[src/rtl/cst_pkg.sv]
package cst_pkg;

    typedef enum logic [1:0] {
        ST_STOP = 2'd0,
        ST_HIGH = 2'd1,
        ST_LOW  = 2'd2
    } cst_state_e;

    localparam logic [1:0] ADDR_PERIOD  = 2'd0;
    localparam logic [1:0] ADDR_COMPARE = 2'd1;
    localparam logic [1:0] ADDR_CONTROL = 2'd2;
    localparam logic [1:0] ADDR_FLAG    = 2'd3;

    localparam int CTL_RUN_BIT = 0;
    localparam int CTL_OE_BIT  = 1;
    localparam int CTL_SEL_LSB = 2;

endpackage

[src/rtl/cst_prescaler.sv]
module cst_prescaler #(
    parameter int SEL_W = 2,
    parameter int STEP  = 3
) (
    input  logic             clk,
    input  logic             rst,
    input  logic             run,
    input  logic [SEL_W-1:0] sel,
    output logic             tick
);
    localparam int NSEL  = 1 << SEL_W;
    localparam int PRE_W = STEP * (NSEL - 1) + 1;

    logic [PRE_W-1:0] pre;
    logic [NSEL-1:0]  hit;

    // One terminal comparator per divide ratio; ratio g is 2**(STEP*g)
    for (genvar g = 0; g < NSEL; g++) begin : g_term
        assign hit[g] = (pre == PRE_W'((64'd1 << (STEP * g)) - 64'd1));
    end

    assign tick = run & hit[sel];

    always_ff @(posedge clk) begin
        if (rst || !run) begin
            pre <= '0;
        end else if (tick) begin
            pre <= '0;
        end else begin
            pre <= pre + 1'b1;
        end
    end

    // any ratio above 1 never yields back-to-back ticks
    tick_spacing_chk: assert property (@(posedge clk) disable iff (rst)
        tick && sel != '0 |=> !tick || sel != $past(sel) || !run);

endmodule

[src/rtl/cst_counter.sv]
module cst_counter #(
    parameter int CNT_W = 8
) (
    input  logic             clk,
    input  logic             rst,
    input  logic             run,
    input  logic             tick,
    input  logic [CNT_W-1:0] period_sh,
    input  logic [CNT_W-1:0] compare_sh,
    output logic [CNT_W-1:0] cnt,
    output logic             at_top,
    output logic             at_cmp
);
    logic [CNT_W-1:0] period_act;
    logic [CNT_W-1:0] compare_act;
    logic             wrap;

    assign at_top = (cnt == period_act);
    assign at_cmp = (cnt == compare_act);
    assign wrap   = tick && at_top;

    always_ff @(posedge clk) begin
        if (rst || !run) begin
            cnt <= '0;
        end else if (tick) begin
            cnt <= at_top ? '0 : cnt + 1'b1;
        end
    end

    // Shadow values reach the active pair when stopped or at a wrap
    always_ff @(posedge clk) begin
        if (rst) begin
            period_act  <= '1;
            compare_act <= '0;
        end else if (!run || wrap) begin
            period_act  <= period_sh;
            compare_act <= compare_sh;
        end
    end


    cnt_bound_chk: assert property (@(posedge clk) disable iff (rst)
        run |-> cnt <= period_act);


    cnt_hold_chk: assert property (@(posedge clk) disable iff (rst)
        run && !tick |=> $stable(cnt));


    active_hold_chk: assert property (@(posedge clk) disable iff (rst)
        run && !wrap |=> $stable(period_act) && $stable(compare_act));

endmodule

[src/rtl/cst_fsm.sv]
module cst_fsm
    import cst_pkg::*;
(
    input  logic clk,
    input  logic rst,
    input  logic run,
    input  logic tick,
    input  logic at_cmp,
    input  logic at_top,
    output logic active_o,
    output logic high_o,
    output logic set_evt_o
);
    cst_state_e state, nxt;

    always_ff @(posedge clk) begin
        if (rst) begin
            state <= ST_STOP;
        end else begin
            state <= nxt;
        end
    end

    always_comb begin
        nxt = state;
        unique case (state)
            ST_STOP: begin
                if (run) nxt = ST_HIGH;
            end
            ST_HIGH: begin
                if (!run) begin
                    nxt = ST_STOP;
                end else if (tick && at_cmp && !at_top) begin
                    nxt = ST_LOW;
                end
            end
            ST_LOW: begin
                if (!run) begin
                    nxt = ST_STOP;
                end else if (tick && at_top) begin
                    nxt = ST_HIGH;
                end
            end
            default: nxt = ST_STOP;
        endcase
    end

    always_comb begin
        active_o  = (state != ST_STOP);
        high_o    = (state == ST_HIGH);
        set_evt_o = (state == ST_HIGH) && tick && at_cmp;
    end


    fall_sets_flag_chk: assert property (@(posedge clk) disable iff (rst)
        $fell(high_o) && $past(run) |-> $past(set_evt_o));


    halt_chk: assert property (@(posedge clk) disable iff (rst)
        !run |=> !high_o);

endmodule

[src/rtl/cst_regs.sv]
module cst_regs
    import cst_pkg::*;
#(
    parameter int CNT_W = 8,
    parameter int SEL_W = 2
) (
    input  logic             clk,
    input  logic             rst,
    input  logic             wr_en,
    input  logic [1:0]       wr_addr,
    input  logic [CNT_W-1:0] wr_data,
    input  logic             set_evt,
    output logic [CNT_W-1:0] period_sh,
    output logic [CNT_W-1:0] compare_sh,
    output logic             run,
    output logic             oe,
    output logic [SEL_W-1:0] sel,
    output logic             flag
);
    logic clr_req;

    assign clr_req = wr_en && (wr_addr == ADDR_FLAG) && wr_data[0];

    always_ff @(posedge clk) begin
        if (rst) begin
            period_sh  <= '1;
            compare_sh <= '0;
            run        <= 1'b0;
            oe         <= 1'b0;
            sel        <= '0;
        end else if (wr_en) begin
            unique case (wr_addr)
                ADDR_PERIOD:  period_sh  <= wr_data;
                ADDR_COMPARE: compare_sh <= wr_data;
                ADDR_CONTROL: begin
                    run <= wr_data[CTL_RUN_BIT];
                    oe  <= wr_data[CTL_OE_BIT];
                    sel <= wr_data[CTL_SEL_LSB +: SEL_W];
                end
                default: ;
            endcase
        end
    end

    // Setting outranks clearing
    always_ff @(posedge clk) begin
        if (rst) begin
            flag <= 1'b0;
        end else if (set_evt) begin
            flag <= 1'b1;
        end else if (clr_req) begin
            flag <= 1'b0;
        end
    end


    set_wins_chk: assert property (@(posedge clk) disable iff (rst)
        set_evt |=> flag);


    clear_chk: assert property (@(posedge clk) disable iff (rst)
        clr_req && !set_evt |=> !flag);


    zero_write_chk: assert property (@(posedge clk) disable iff (rst)
        wr_en && wr_addr == ADDR_FLAG && !wr_data[0] && !set_evt |=> $stable(flag));

endmodule

[src/rtl/convstart_timer.sv]
module convstart_timer #(
    parameter int CNT_W = 8,
    parameter int SEL_W = 2,
    parameter int STEP  = 3
) (
    input  logic             clk,
    input  logic             rst,
    input  logic             wr_en,
    input  logic [1:0]       wr_addr,
    input  logic [CNT_W-1:0] wr_data,
    output logic             pulse_o,
    output logic             flag_o
);
    logic [CNT_W-1:0] period_sh, compare_sh, cnt;
    logic             run, oe, tick, active, high, set_evt, at_top, at_cmp;
    logic [SEL_W-1:0] sel;

    cst_regs #(.CNT_W(CNT_W), .SEL_W(SEL_W)) u_regs (
        .clk        (clk),
        .rst        (rst),
        .wr_en      (wr_en),
        .wr_addr    (wr_addr),
        .wr_data    (wr_data),
        .set_evt    (set_evt),
        .period_sh  (period_sh),
        .compare_sh (compare_sh),
        .run        (run),
        .oe         (oe),
        .sel        (sel),
        .flag       (flag_o)
    );

    cst_prescaler #(.SEL_W(SEL_W), .STEP(STEP)) u_pre (
        .clk  (clk),
        .rst  (rst),
        .run  (active),
        .sel  (sel),
        .tick (tick)
    );

    cst_counter #(.CNT_W(CNT_W)) u_cnt (
        .clk        (clk),
        .rst        (rst),
        .run        (active),
        .tick       (tick),
        .period_sh  (period_sh),
        .compare_sh (compare_sh),
        .cnt        (cnt),
        .at_top     (at_top),
        .at_cmp     (at_cmp)
    );

    cst_fsm u_fsm (
        .clk       (clk),
        .rst       (rst),
        .run       (run),
        .tick      (tick),
        .at_cmp    (at_cmp),
        .at_top    (at_top),
        .active_o  (active),
        .high_o    (high),
        .set_evt_o (set_evt)
    );

    assign pulse_o = high && oe;


    rise_at_zero_chk: assert property (@(posedge clk) disable iff (rst)
        $rose(high) |-> cnt == '0);


    reset_idle_chk: assert property (@(posedge clk)
        $past(rst) |-> !pulse_o && !flag_o);

endmodule

[config.mk]
export PLATFORM = sky130hd
export DESIGN_NAME = convstart_timer
export DESIGN_NICKNAME = d
export VERILOG_FILES = /design/src/rtl/cst_pkg.sv /design/src/rtl/cst_prescaler.sv /design/src/rtl/cst_counter.sv /design/src/rtl/cst_fsm.sv /design/src/rtl/cst_regs.sv /design/src/rtl/convstart_timer.sv
export SDC_FILE = /design/constraint.sdc
export NUM_CORES = 1
export LEC_CHECK = 0
export BUFFER_PORTS_ARGS = -buffer_cell sky130_fd_sc_hd__buf_2
export CORE_MARGIN = 8
export CORE_UTILIZATION = 35
export CTS_CLUSTER_DIAMETER = 150
export DETAILED_ROUTE_END_ITERATION = 8
export MAX_ROUTING_LAYER = met4
export PLACE_DENSITY = 0.64
export RECOVER_POWER = 25
export SLEW_MARGIN = 15
export SYNTH_ARGS = -nofsm -noshare
export SYNTH_HDL_FRONTEND = slang
export SYNTH_HIERARCHICAL = 1
export SYNTH_SLANG_ARGS = --single-unit
[constraint.sdc]
create_clock -name clk -period 2.4 [get_ports clk]
set_clock_uncertainty 0.1 [all_clocks]
set_input_delay 0.36 -clock clk [delete_from_list [all_inputs] [get_ports clk]]
set_output_delay 0.36 -clock clk [all_outputs]
set_load 0.02 [all_outputs]
# After elaboration in Yosys (flattened, before gate mapping)
# Index checks and enable logic that the tools add are counted.
[op_classes] n_eq_ne=13 n_bitwise=1 order_cmp=1 reduce_logical=22 n_addsub=2 muxes=11
[ops] operator="$eq 8x8->1" count=2
[ops] operator="$add 10x1->10 const B" count=1
[ops] operator="$eq 10x3->1 const B" count=1
[ops] operator="$eq 10x6->1 const B" count=1
[ops] operator="$eq 10x9->1 const B" count=1
[ops] operator="$logic_not 10->1" count=1
[ops] operator="$mux 2" count=5
[ops] operator="$add 8x1->8 const B" count=1
[ops] operator="$logic_and 1x1->1" count=8
[ops] operator="$mux 8" count=1
[ops] operator="$eq 2x2->1 const B" count=3
[ops] operator="$pmux 2 s3" count=1
[ops] operator="$reduce_and 2->1" count=3
[ops] operator="$eq 2x1->1 const B" count=2
[ops] operator="$logic_not 2->1" count=2
[ops] operator="$reduce_bool 2->1" count=2
[ops] operator="$lt 2x3->1 const B" count=1
[ops] operator="$mux 1" count=3
[ops] operator="$ne 3x2->1 const B" count=1
[ops] operator="$ne 3x3->1 const B" count=1
[ops] operator="$reduce_and 3->1" count=1
[ops] operator="$bmux 1 s2" count=1
[ops] operator="$logic_not 1->1" count=2
[ops] operator="$logic_or 1x1->1" count=2
[ops] operator="3 further kinds" count=3
[totals] out_inout_bits=2 ff_bits=57 word_cells=61

# Logic depth before layout (Yosys ltp)
[depth] ltp_word=9 depth_mapped=12

# Modules after synthesis
# Netlist, hierarchy kept.
[by_module_without_submodules] mod="cst_counter" area_each_um2=1502.7 cells_each=180 instances=1
[by_module_without_submodules] mod="cst_regs" area_each_um2=888.4 cells_each=89 instances=1
[by_module_without_submodules] mod="cst_prescaler" area_each_um2=524.3 cells_each=57 instances=1
[by_module_without_submodules] mod="cst_fsm" area_each_um2=136.4 cells_each=13 instances=1
[by_module_without_submodules] mod="convstart_timer" area_each_um2=6.3 cells_each=1 instances=1

# Least setup slack after synthesis
# Ideal clock, no wire load.
[synth_timing] kind="register to register" start="reg u_pre.pre[0]" end="reg u_cnt.cnt[3]" setup_time_ps=130 t_required_ps=2170 path_slack_ps=10 period_less_slack_ps=2390 t_arrival_ps=2159 path_stages_with_launch=12 path_cell_list="dfxtp_1 -> ha_1 -> and3_1 -> o211ai_1 -> nor2_1 -> o21a_1 -> clkbuf_1 -> inv_1 -> clkbuf_1 -> nor4_1 -> o22ai_1 -> o21ai_0"
[synth_via] elab_chain_len=4
[synth_rtl] element="start: declaration" line="cst_prescaler.sv:14" source="logic [PRE_W-1:0] pre;"
[synth_rtl] element="start signal: assignment" line="cst_prescaler.sv:30" source="pre <= pre + 1'b1;"
[synth_rtl] element="$eq 10x3->1 (tied with other cells)" line="cst_prescaler.sv:19" source="assign hit[g] = (pre == PRE_W'((64'd1 << (STEP * g)) - 64'd1));"
[synth_rtl] element="$bmux 1 s2 *" line="cst_prescaler.sv:22" source="assign tick = run & hit[sel];"
[synth_rtl] element="$mux 1 (not written as such) *" line="cst_prescaler.sv:22"
[synth_rtl] element="$and 1x1->1 *" line="cst_prescaler.sv:22"
[synth_rtl] element="named net tick" line="convstart_timer.sv:15" source="logic run, oe, tick, active, high, set_evt, at_top, at_cmp;"
[synth_rtl] element="end signal: assignment" line="cst_counter.sv:26" source="cnt <= at_top ? '0 : cnt + 1'b1;"
[synth_rtl] element="end: declaration" line="cst_counter.sv:10" source="output logic [CNT_W-1:0] cnt,"
# Mark *: on every way through the listed nets, which the timed path passes. The rest lies on a longest branch. The select of a mux whose other input is x is not followed.
# A chain may end at the register's enable or synchronous reset.

# Worst setup path in the final report
[layout_timing] start="reg u_pre.pre[6]" end="reg u_cnt.cnt[7]"
# The elaborated chain is that of the path after synthesis.

==> results.toml <==
[floorplanning]
std_cell_rows = 34
coreArea_sq_mm = 0.00859
fp.dieH_microns = 109
dieArea_sq_mm = 0.0120
initial_core_util_pct = 35.6
die_x_microns = 109
ios = 15

[power_and_ir_drop]
power.internal_mw = 1.60
p_leak_nw = 1.26
power_frac_comb_pct = 5.4
powerDensity_mw_per_mm2 = 591
clkPwrFrac_pct = 46.9
seq_power_share_pct = 47.6
switching_share_pct = 22.3
vdd_drop_max_v = 0.000336
switchingPower_mw = 0.459

[clocking]
cts_buffer_depth = 2
clock_sinks = 57
cts_tree = "done"
hold_buffers = 0
clk_pin_slew_ns = 0.06
cts_buffers = 9
htree_levels = 3
root_buffer = "clkbuf_8"
insertion_delay_ns = 0.33

[worst_hold_path]
holdPathStages = 2
min_path_type = "in -> reg"
hp-start = "wr_addr[0]"
min_to = "u_regs/flag"

[sta]
final-setup-viol-count = 0
fmax_mhz = 443
worst_slack_ns = 0.141
worstMarginPinSlew_ns = 1.17
fin_crit_ns = 2.26
rsz0062_at_grt = "true"
hold_viol_final = 0
report.final.slew_viol_count = 0
finalCritPeriodShare_pct = 94.1
slew_headroom_pct = 21.7

[critical_path]
arrival_ns = 2.41
critPathTopFamily = "simple AND/OR/NAND/NOR gates"
endpoint_kind = "register"
cp.buffers_inverters = 1
start_kind = "register"
path_cells = "nor4_1 -> o2111a_2 -> and2_1 -> o21a_2 -> buf_4 -> nand3_1 -> nor3_1 -> xnor2_1 -> a211oi_1"
criticalPathCategory = "reg -> reg"
regToRegSetupSlack_ns = 0.14
required_ns = 2.55
max_stage_delay_ns = 0.36
cp_slowest_cell = "dfxtp_1"
r2r-start = "u_pre/pre[6]"
r2r-end = "u_cnt/cnt[7]"
crit_path_max_fanout = 15
reg2reg_depth = 9

[logic_synthesis]
ys_seq_area_share_pct = 37.3
synth-edff-count = 0
synthDistinctLibCells = 49
ys.flop_type = "dfxtp_1"
synthArstFlopShare_pct = 0
ys_ff_latch = 57
syn_area_sq_mm = 0.00306
synthCells = 340
yosys_warnings = 6
post_synth.cell_area_avg_sq_um = 8.99
syn-num-nets = 356

[outcome]
outcome = "complete, no violations"

[finish]
layout_commonest_cell = "dfxtp_1"
final_cells = 468
areaGrowthSynthToFinish_pct = 14.0
finish.net_count = 372
layout-drive-gt1-share_pct = 16.4
final_cell_mix = "56 x dfxtp_1, 31 x nor2_1, 24 x nand2_1"
num_antenna_cells = 0

[global_routing]
grt_pass1_wl_mm = 11.5
grt_pass1_vias = 2400
grt_max_degree = 33
globalRouteTotalUtil_pct = 12.4
overflow = 0
antenna_found_initial = 0

[route]
drt_pass1_iterations = 4
wl_per_cell_microns = 14.4
vias = 2514
drt_wl_total_mm = 6.72
drc = 0
drtAntennaViolNets = 0
detail_route.iter0.violations = 172
via_per_inst = 5.37

[placed_design]
dpl.hpwl_mm = 4.65
gp_congestion = 0.844
io_buffers = 14
dp_cells = 453
place_ws_ns = 0.0375

[run]
drv_cap = 0
==> metal layers <==
metal,global-route usage (%),wire length [microns],vias up
li1,-,-,1254
met1,16.2,3340,1191
met2,17.1,2970,58
met3,2.99,254,11
met4,6.65,148,0
met5,-,0,-
==> metrics by stage <==
step | total power, mW | utilization [%] | setup TNS, ns | instance area (sq um) | hold slack, ns
final | 2.06 | 40.6 | 0 | 3490 | 0.158
after global routing | 2.14 | 40.6 | -0.0226 | 3490 | 0.170
after detailed placement | 1.11 | 37.9 | 0 | 3260 | 0.377
after global placement | 1.11 | 37.9 | 0 | 3260 | 0.364
after floorplan | 1.08 | - | 0 | 3060 | 0.348
after CTS | 2.08 | 40.4 | 0 | 3470 | 0.145
==> cell usage after synthesis (all sizes together) (2+ instances only) <==
master	instances	share of area [%]
and2	2	0.41
nand4	6	1.2
o211ai	10	2.5
nor3	2	0.33
o22ai	2	0.41
xor2	6	1.7
clkbuf	10	1.2
nand3b	3	0.74
nand2b	21	4.3
o311ai	16	4.6
nand2	24	2.9
a31oi	8	1.6
nand3	7	1.1
ha	3	1.2
a211oi	4	0.98
buf	16	3.1
nor2	31	3.8
inv	13	1.6
and3	5	1.0
dfxtp	57	37
and4	5	1.5
nor2b	4	0.82
a21oi	2	0.33
nor3b	12	2.9
mux2i	20	6.5
o21ai	2	0.33
and4b	2	0.65
nand4b	2	0.57
xnor2	21	7.0
nor4	4	0.82
or4	8	2.0
==> power by group through the flow <==
stage	combinational, mW	clock, mW	sequential, mW
floorplan	0.0803	0	0.998
global placement	0.110	0	1.00
detailed placement	0.112	0	1.00
CTS	0.113	0.982	0.982
global route	0.125	1.03	0.984
finish	0.112	0.967	0.982
==> timing repair <==
| item | 4_1_cts | 5_1_grt |
|---|---|---|
| buffers inserted | 0 | 0 |
| resized for setup | 0 | 6 |
| setup endpoints to repair | 0 | 23 |
==> cell type report <==
cell class / instances / area (sq um)
Clock buffer: 13 / 179
Clock inverter: 2 / 35.0
Fill cell: 879 / 5110
Inverter: 13 / 48.8
Multi-Input combinational cell: 244 / 1750
Sequential cell: 57 / 1140
Tap cell: 108 / 135
Timing Repair Buffer: 31 / 193
==> logic make-up (layout without fill, tap and decap cells) <==
logic type	Yosys count	after routing	share of synthesized area [%]
AO/OA/AOI/OAI	53	53	14.3
XOR/XNOR	27	27	8.72
adder cells (fa/ha/maj)	3	3	1.23
buffers and inverters	39	59	5.89
flip-flops	57	57	37.3
multiplexers	20	20	6.55
AND/OR/NAND/NOR	141	141	26.0
==> sequential cells by signal, summed over array words and instances (netlist names) <==
name               flops
u_fsm/state            2
u_regs/compare_sh      8
u_regs/sel             2
u_regs/run             1
u_pre/pre             10
u_cnt/period_act       8
u_regs/oe              1
u_cnt/cnt              8
u_regs/flag            1
u_cnt/compare_act      8
u_regs/period_sh       8
==> worst max path at each step <==
stage / startpoint / endpoint / slack, ns / depth (start not counted)
floorplan: u_pre/pre[0] / u_cnt/cnt[3] / 0.01 / 11
global placement: u_pre/pre[0] / u_cnt/cnt[7] / 0.14 / 10
detailed placement: u_pre/pre[0] / u_cnt/cnt[7] / 0.04 / 10
CTS: u_pre/pre[0] / u_cnt/cnt[7] / 0.02 / 9
global route: u_pre/pre[1] / u_cnt/cnt[7] / -0.02 / 10
finish: u_pre/pre[6] / u_cnt/cnt[7] / 0.14 / 9
(Power assumes the default switching activity.)
